[src/rtl/hba_pkg.sv]
// Package: shared types for the host bus adapter.
// Assumes a single clock domain; the word request carries no data fields here.
package hba_pkg;
    typedef enum logic {
        TGT_REG = 1'b0,
        TGT_MEM = 1'b1
    } hba_tgt_e;

    typedef struct packed {
        logic     valid;
        logic     we;
        hba_tgt_e tgt;
    } hba_wreq_t;
endpackage

[src/rtl/hba_strap_decode.sv]
// Module: captures the straps during reset and decodes the host
// read/write and byte-select lines. Assumes the straps are static while rst_n is low.
module hba_strap_decode (
    input  logic clk,
    input  logic rst_n,
    input  logic strap_wide,
    input  logic strap_pol,
    input  logic strap_order,
    input  logic host_rw,
    input  logic host_bsel,
    output logic wide,
    output logic msb_first,
    output logic is_read,
    output logic is_msb
);
    logic pol_q;

    // Strap capture: follows the pins during reset, frozen afterwards.
    always_ff @(posedge clk) begin
        if (!rst_n) begin
            wide      <= strap_wide;
            pol_q     <= strap_pol;
            msb_first <= strap_order;
        end
    end

    // Line decode: polarity applies to rw in 16-bit mode and to bsel in 8-bit mode.
    always_comb begin
        is_read = wide ? ~(host_rw ^ pol_q) : host_rw;
        is_msb  = host_bsel ^ pol_q;
    end

    assert_straps_held_R1: assert property (@(posedge clk) disable iff (!rst_n)
        $past(rst_n) |-> ($stable(wide) && $stable(pol_q) && $stable(msb_first)));
endmodule

[src/rtl/hba_pair_seq.sv]
// Module: access sequencer. In 16-bit mode each strobe becomes a word
// request. In 8-bit mode it pairs bytes, staging writes and latching reads.
// Assumes the host waits for ready before the next strobe.
module hba_pair_seq
    import hba_pkg::*;
#(
    parameter int ADDR_W = 12,
    parameter int DATA_W = 16
) (
    input  logic              clk,
    input  logic              rst_n,
    input  logic              wide,
    input  logic              msb_first,
    input  logic              strb,
    input  logic              is_read,
    input  logic              is_msb,
    input  logic              mem_sel,
    input  logic [ADDR_W-1:0] addr,
    input  logic [DATA_W-1:0] wdata,
    input  logic              word_ack,
    input  logic [DATA_W-1:0] word_rdata,
    output hba_wreq_t         wreq,
    output logic [ADDR_W-1:0] wreq_addr,
    output logic [DATA_W-1:0] wreq_wdata,
    output logic [DATA_W-1:0] rdata,
    output logic              ready,
    output logic              seq_err
);
    localparam int BYTE_W = DATA_W / 2;

    logic              phase_q;
    logic              pair_we_q;
    hba_tgt_e          pair_tgt_q;
    logic [ADDR_W-1:0] pair_addr_q;
    logic [BYTE_W-1:0] stage_q;
    logic [DATA_W-1:0] latch_q;
    logic              pend_msb_q;
    logic              first_ok;
    logic              second_ok;

    // Sequence check: first byte must match the order, second the other byte and same direction.
    always_comb begin
        first_ok  = (is_msb == msb_first);
        second_ok = (is_msb != msb_first) && (is_read != pair_we_q);
    end

    // Main sequencer: request issue, completion, byte staging and error flag.
    always_ff @(posedge clk) begin
        if (!rst_n) begin
            wreq        <= '0;
            wreq_addr   <= '0;
            wreq_wdata  <= '0;
            rdata       <= '0;
            ready       <= 1'b0;
            seq_err     <= 1'b0;
            phase_q     <= 1'b0;
            pair_we_q   <= 1'b0;
            pair_tgt_q  <= TGT_REG;
            pair_addr_q <= '0;
            stage_q     <= '0;
            latch_q     <= '0;
            pend_msb_q  <= 1'b0;
        end else begin
            ready <= 1'b0;
            if (wreq.valid) begin
                if (word_ack) begin
                    wreq.valid <= 1'b0;
                    ready      <= 1'b1;
                    if (!wreq.we) begin
                        if (wide) begin
                            rdata <= word_rdata;
                        end else begin
                            latch_q <= word_rdata;
                            rdata   <= {{BYTE_W{1'b0}},
                                        pend_msb_q ? word_rdata[DATA_W-1:BYTE_W]
                                                   : word_rdata[BYTE_W-1:0]};
                        end
                    end
                end
            end else if (strb) begin
                if (wide) begin
                    wreq       <= '{valid: 1'b1, we: !is_read, tgt: hba_tgt_e'(mem_sel)};
                    wreq_addr  <= addr;
                    wreq_wdata <= wdata;
                end else if (!phase_q) begin
                    pair_we_q   <= !is_read;
                    pair_tgt_q  <= hba_tgt_e'(mem_sel);
                    pair_addr_q <= addr;
                    if (!first_ok) begin
                        seq_err <= 1'b1;
                        ready   <= 1'b1;
                    end else if (!is_read) begin
                        phase_q <= 1'b1;
                        stage_q <= wdata[BYTE_W-1:0];
                        ready   <= 1'b1;
                    end else begin
                        phase_q    <= 1'b1;
                        pend_msb_q <= is_msb;
                        wreq       <= '{valid: 1'b1, we: 1'b0, tgt: hba_tgt_e'(mem_sel)};
                        wreq_addr  <= addr;
                    end
                end else begin
                    phase_q <= 1'b0;
                    if (!second_ok) begin
                        seq_err <= 1'b1;
                        ready   <= 1'b1;
                    end else if (pair_we_q) begin
                        wreq       <= '{valid: 1'b1, we: 1'b1, tgt: pair_tgt_q};
                        wreq_addr  <= pair_addr_q;
                        wreq_wdata <= msb_first ? {stage_q, wdata[BYTE_W-1:0]}
                                                : {wdata[BYTE_W-1:0], stage_q};
                    end else begin
                        rdata <= {{BYTE_W{1'b0}},
                                  is_msb ? latch_q[DATA_W-1:BYTE_W] : latch_q[BYTE_W-1:0]};
                        ready <= 1'b1;
                    end
                end
            end
        end
    end

    assert_ready_idle_R4: assert property (@(posedge clk) disable iff (!rst_n)
        ready |-> !wreq.valid);
    assert_err_sticky_R9: assert property (@(posedge clk) disable iff (!rst_n)
        seq_err |=> seq_err);
    assert_no_pair_wide_R6: assert property (@(posedge clk) disable iff (!rst_n)
        wide |-> !phase_q);
endmodule

[src/rtl/hba_word_router.sv]
// Module: steers the single word request to the memory or register port
// and returns the acknowledge and read word from the chosen port.
// Assumes a port acknowledges only while its request is high.
module hba_word_router
    import hba_pkg::*;
#(
    parameter int ADDR_W = 12,
    parameter int DATA_W = 16
) (
    input  logic              clk,
    input  logic              rst_n,
    input  hba_wreq_t         wreq,
    input  logic [ADDR_W-1:0] wreq_addr,
    input  logic [DATA_W-1:0] wreq_wdata,
    output logic              word_ack,
    output logic [DATA_W-1:0] word_rdata,
    output logic              mem_req,
    output logic              mem_we,
    output logic [ADDR_W-1:0] mem_addr,
    output logic [DATA_W-1:0] mem_wdata,
    input  logic [DATA_W-1:0] mem_rdata,
    input  logic              mem_ack,
    output logic              reg_req,
    output logic              reg_we,
    output logic [ADDR_W-1:0] reg_addr,
    output logic [DATA_W-1:0] reg_wdata,
    input  logic [DATA_W-1:0] reg_rdata,
    input  logic              reg_ack
);
    // Port steering: one request line per target, shared address and data.
    always_comb begin
        mem_req    = wreq.valid && (wreq.tgt == TGT_MEM);
        reg_req    = wreq.valid && (wreq.tgt == TGT_REG);
        mem_we     = wreq.we;
        reg_we     = wreq.we;
        mem_addr   = wreq_addr;
        reg_addr   = wreq_addr;
        mem_wdata  = wreq_wdata;
        reg_wdata  = wreq_wdata;
        word_ack   = (wreq.tgt == TGT_MEM) ? mem_ack : reg_ack;
        word_rdata = (wreq.tgt == TGT_MEM) ? mem_rdata : reg_rdata;
    end

    assert_mem_hold_R4: assert property (@(posedge clk) disable iff (!rst_n)
        (mem_req && !mem_ack) |=> (mem_req && $stable(mem_we) && $stable(mem_addr) && $stable(mem_wdata)));
    assert_reg_hold_R4: assert property (@(posedge clk) disable iff (!rst_n)
        (reg_req && !reg_ack) |=> (reg_req && $stable(reg_we) && $stable(reg_addr) && $stable(reg_wdata)));
endmodule

[src/rtl/hba_top.sv]
// Module: top of the host bus adapter; wires strap decode, pair sequencer
// and word router. Assumes one strobe per access and that the host waits for ready.
module hba_top
    import hba_pkg::*;
#(
    parameter int ADDR_W = 12,
    parameter int DATA_W = 16
) (
    input  logic              clk,
    input  logic              rst_n,
    input  logic              strap_wide,
    input  logic              strap_pol,
    input  logic              strap_order,
    input  logic              host_strb,
    input  logic              host_rw,
    input  logic              host_bsel,
    input  logic              host_mem_sel,
    input  logic [ADDR_W-1:0] host_addr,
    input  logic [DATA_W-1:0] host_wdata,
    output logic [DATA_W-1:0] host_rdata,
    output logic              host_ready,
    output logic              host_busy,
    output logic              host_seq_err,
    output logic              mem_req,
    output logic              mem_we,
    output logic [ADDR_W-1:0] mem_addr,
    output logic [DATA_W-1:0] mem_wdata,
    input  logic [DATA_W-1:0] mem_rdata,
    input  logic              mem_ack,
    output logic              reg_req,
    output logic              reg_we,
    output logic [ADDR_W-1:0] reg_addr,
    output logic [DATA_W-1:0] reg_wdata,
    input  logic [DATA_W-1:0] reg_rdata,
    input  logic              reg_ack
);
    logic              wide;
    logic              msb_first;
    logic              is_read;
    logic              is_msb;
    hba_wreq_t         wreq;
    logic [ADDR_W-1:0] wreq_addr;
    logic [DATA_W-1:0] wreq_wdata;
    logic              word_ack;
    logic [DATA_W-1:0] word_rdata;

    hba_strap_decode u_straps (
        .clk(clk), .rst_n(rst_n),
        .strap_wide(strap_wide), .strap_pol(strap_pol), .strap_order(strap_order),
        .host_rw(host_rw), .host_bsel(host_bsel),
        .wide(wide), .msb_first(msb_first), .is_read(is_read), .is_msb(is_msb)
    );

    hba_pair_seq #(.ADDR_W(ADDR_W), .DATA_W(DATA_W)) u_seq (
        .clk(clk), .rst_n(rst_n), .wide(wide), .msb_first(msb_first),
        .strb(host_strb), .is_read(is_read), .is_msb(is_msb), .mem_sel(host_mem_sel),
        .addr(host_addr), .wdata(host_wdata),
        .word_ack(word_ack), .word_rdata(word_rdata),
        .wreq(wreq), .wreq_addr(wreq_addr), .wreq_wdata(wreq_wdata),
        .rdata(host_rdata), .ready(host_ready), .seq_err(host_seq_err)
    );

    hba_word_router #(.ADDR_W(ADDR_W), .DATA_W(DATA_W)) u_router (
        .clk(clk), .rst_n(rst_n),
        .wreq(wreq), .wreq_addr(wreq_addr), .wreq_wdata(wreq_wdata),
        .word_ack(word_ack), .word_rdata(word_rdata),
        .mem_req(mem_req), .mem_we(mem_we), .mem_addr(mem_addr), .mem_wdata(mem_wdata),
        .mem_rdata(mem_rdata), .mem_ack(mem_ack),
        .reg_req(reg_req), .reg_we(reg_we), .reg_addr(reg_addr), .reg_wdata(reg_wdata),
        .reg_rdata(reg_rdata), .reg_ack(reg_ack)
    );

    // Busy output: a word request is outstanding.
    always_comb host_busy = wreq.valid;
endmodule

[config.mk]
export PLATFORM = sky130hd
export DESIGN_NAME = hba_top
export DESIGN_NICKNAME = d
export VERILOG_FILES = /design/src/rtl/hba_pkg.sv /design/src/rtl/hba_strap_decode.sv /design/src/rtl/hba_pair_seq.sv /design/src/rtl/hba_word_router.sv /design/src/rtl/hba_top.sv
export SDC_FILE = /design/constraint.sdc
export NUM_CORES = 1
export LEC_CHECK = 0
export BUFFER_PORTS_ARGS = -buffer_cell sky130_fd_sc_hd__buf_2
export CORE_ASPECT_RATIO = 0.9
export CORE_MARGIN = 1
export CORE_UTILIZATION = 45
export CTS_CLUSTER_DIAMETER = 60
export CTS_CLUSTER_SIZE = 30
export DETAILED_ROUTE_END_ITERATION = 7
export PLACE_DENSITY = 0.76
export SLEW_MARGIN = 15
export SYNTH_ARGS = -nofsm -noshare
export SYNTH_HDL_FRONTEND = slang
export SYNTH_SLANG_ARGS = --single-unit
export TNS_END_PERCENT = 20
[constraint.sdc]
create_clock -name clk -period 2.6 [get_ports clk]
set_clock_uncertainty 0.2 [all_clocks]
set_input_delay 0.13 -clock clk [delete_from_list [all_inputs] [get_ports clk]]
set_output_delay 0.13 -clock clk [all_outputs]
set_load 0.1 [all_outputs]
==> results_dict.tcl <==
set metrics [dict create \
    status "complete, no violations" \
    routedWlPerCell_microns 14.3 \
    yosys_warnings 0 \
    ys_seq_area_frac 0.428 \
    syn_nets 579 \
    synth_area_per_cell_sq_um 8.62 \
    worstPathRequired_ns 2.67 \
    ant_nets 0 \
    dp_worst_setup_slack_ns 0.123 \
    max-cap-violations 0 \
    r2r_cells 6 \
    total_power_mw 3.89 \
    n_antenna_cell 0 \
    setup_viol 0 \
    fmax_mhz 410 \
    portBuffers 149 \
    yosysTopAreaCell "dfxtp_1" \
    start_util 0.471 \
    yosys.cell_types.count 38 \
    cts_root_buf "clkbuf_8" \
    hold_ws_ns 0.0157 \
    cts_buffers 9 \
    finalWirelength_microns 11300 \
    fin_nets 731 \
    htree_levels 3 \
    crit_fanout 17 \
    grt_usage 0.224 \
    insertion_delay_ns 0.34 \
    fillers 776 \
    leakage_nw 2.44 \
    vias_per_cell 5.19 \
    slowest_delay_ns 0.41 \
    cts_tree "yes" \
    clock_path_buffers 2 \
    path_class "reg -> reg" \
    drv_slew 0 \
    vias 4080 \
    die_w_microns 106 \
    reg2reg_slack_ns 0.16 \
    grt_pass1_wl_microns 18000 \
    cts_setup_buffers 0 \
    period_needed_ns 2.44 \
    min_path_cells 3 \
    grt_pass1_vias 3812 \
    grt.overflow.total 0 \
    ys_seq_elements 92 \
    crit_chain "xor3_2 > or3b_1 > o31a_2 > buf_4 > a211o_1 > a21oi_1" \
    min-delay-start "reg_rdata[3]" \
    worst_slew_pin_slew_ns 0.662 \
    synth_area_sq_um 4380 \
    hold_viol_final 0 \
    place.gp.congestion 0.787 \
    grt_start_max_net_pins 59 \
    cp_top_family "compound AO/OA/AOI/OAI gates" \
    antenna_found_initial 0 \
    synth_cells 508 \
    io_pins 150 \
    cp_data_arrival_time_ns 2.51 \
    timing.hold.worst_endpoint "u_seq.latch_q[3]" \
    place_area_sq_um 5090 \
    yosysTopAreaCellShare 0.407 \
    fin_area_sq_um 5660 \
    core_sq_um 9290 \
    final.period_utilization 0.937 \
    dieHeight_microns 95.6 \
    final_layout_size_suffix_gt1_frac 0.304 \
    drc_errors 0 \
    area_delta_synth_final_pct 29.4 \
    worst_setup_path_end_kind "flip-flop" \
    fin_ws_ns 0.163 \
    r2r-start "u_straps.msb_first" \
    timing.rr.end "u_seq.rdata[7]" \
    peakVddDrop_mv 0.486 \
    dp_hpwl_microns 7920 \
    powerDensity_nw_per_um2 687 \
    cp-start-kind "flip-flop" \
    first_pass_iters 4 \
    dr.first_iter.drc_count 163 \
    cp_slowest_cell "xor3_2" \
    rsz0062_at_grt "no" \
    maxSlewHeadroom 0.557 \
    cts.sinks 92 \
    clk_pin_slew_worst_paths_ns 0.09 \
    synth_top_cells_by_area "dfxtp_1, mux2i_1, nand2_1" \
    dieArea_sq_um 10100 \
    worstHoldPathType "in -> reg" \
    path_buf_inv 1 \
    placementRows 33 \
]
## cells in the mapped netlist
cell type  count
o21ai_0       21
a311oi_1       9
and2_1         1
nor3_1         2
mux2i_1       45
mux2_2         8
nand2_1       78
and4b_1        1
o21a_1         3
buf_1          2
o311ai_0       1
a211o_1        8
o31a_1         2
nor2b_1       12
clkbuf_1      33
edfxtp_1       3
nand3_1        2
or3b_2         1
or3b_1         1
nand2b_1       3
dfxtp_1       89
buf_4         29
inv_2          1
a211oi_1      37
nor3b_1        1
a21oi_1       41
buf_6          2
nor3_2         1
nand3b_1       1
xnor2_1        4
o21ai_1        1
xor3_2         1
a31oi_1        1
nor2_1        50
or3_1          9
nand4_1        1
buf_2          2
nor4_1         1
## worst reg2reg max path: stages (launching register included)
cell	delay (ns)
edfxtp_1	0.39
xor3_2	0.41
or3b_1	0.35
o31a_2	0.41
buf_4	0.22
a211o_1	0.23
a21oi_1	0.15
## cells in the final DEF (no fill, tap or decap), types with 4 or more instances in the layout
| master | n |
|---|---|
| a211oi_1 | 37 |
| buf_2 | 149 |
| a21oi_1 | 41 |
| xnor2_1 | 4 |
| mux2_2 | 8 |
| a311oi_1 | 9 |
| clkbuf_8 | 9 |
| nor2b_1 | 11 |
| nor2_1 | 49 |
| or3_1 | 9 |
| dfxtp_1 | 89 |
| nand2_1 | 78 |
| o21ai_0 | 21 |
| buf_4 | 22 |
| a211o_1 | 8 |
| dlygate4sd3_1 | 37 |
| mux2i_1 | 45 |
## flip-flops by register name, summed over array words and instances, names as in the netlist, 3 cells and up
name / flops
u_seq.latch_q: 16
u_seq.rdata: 16
u_seq.wreq_wdata: 16
u_seq.pair_addr_q: 12
u_seq.wreq_addr: 12
u_seq.stage_q: 8
u_seq.wreq: 3
## layer usage
| layer | wire (microns) | vias to the layer above | share of wire | track usage |
|---|---|---|---|---|
| li1 | - | 2063 | - | - |
| met3 | 582 | 12 | 0.052 | 0.0492 |
| met4 | 114 | 0 | 0.010 | 0.0498 |
| met5 | 0 | - | 0 | 0 |
| met1 | 5000 | 1879 | 0.44 | 0.278 |
| met2 | 5580 | 126 | 0.50 | 0.401 |
## per-stage QoR
stage          TNS, ns  cells   util
6_report             0    786  0.610
5_1_grt              0    786  0.610
4_1_cts              0    786  0.610
3_5_place_dp         0    734  0.548
3_3_place_gp         0    734  0.548
2_1_floorplan   -0.113    508      -
## kinds of logic (layout without fill, tap and decap cells)
family	count (synthesis)	count (layout)	synth area share
AND/OR/NAND/NOR	165	165	0.165
flip-flops	92	92	0.428
AO/OA/AOI/OAI	124	124	0.182
buffers and inverters	69	225	0.0881
XOR/XNOR	5	5	0.0137
multiplexers	53	53	0.123
## where the power goes
part | leakage [nW] | internal (mW) | switching, mW | total [mW]
clock | 0.106 | 0.535 | 0.473 | 1.01
sequential | 0.754 | 1.50 | 0.0562 | 1.56
combinational | 1.58 | 0.324 | 1.00 | 1.33
## area by class of cell
class,instances,area [sq um],share of cell area
clock buffer,10,128,0.0225
multi-input combinational,347,2130,0.376
timing repair buffer,209,1300,0.230
clock inverter,5,76.3,0.0135
sequential,92,1870,0.330
inverter,1,3.75,0.000663
tap,122,153,0.0269
## worst max-delay path by stage
stage          slack, ns  depth (start not counted)               end               start
3_5_place_dp        0.12                          6    u_seq.rdata[7]  u_straps.msb_first
2_1_floorplan      -0.01                          6  u_seq.stage_q[0]       u_seq.wreq[2]
6_report            0.16                          6    u_seq.rdata[7]  u_straps.msb_first
4_1_cts             0.09                          6    u_seq.rdata[7]  u_straps.msb_first
5_1_grt             0.04                          6    u_seq.rdata[7]  u_straps.msb_first
3_3_place_gp        0.19                          6    u_seq.rdata[2]  u_straps.msb_first
## what timing repair did
action	in CTS	in global routing
hold buffers	37	0
endpoints found under the setup margin	0	7
resized for setup	0	1
hold endpoints to repair	58	0
No activity file was read; power rests on OpenSTA's default activity.
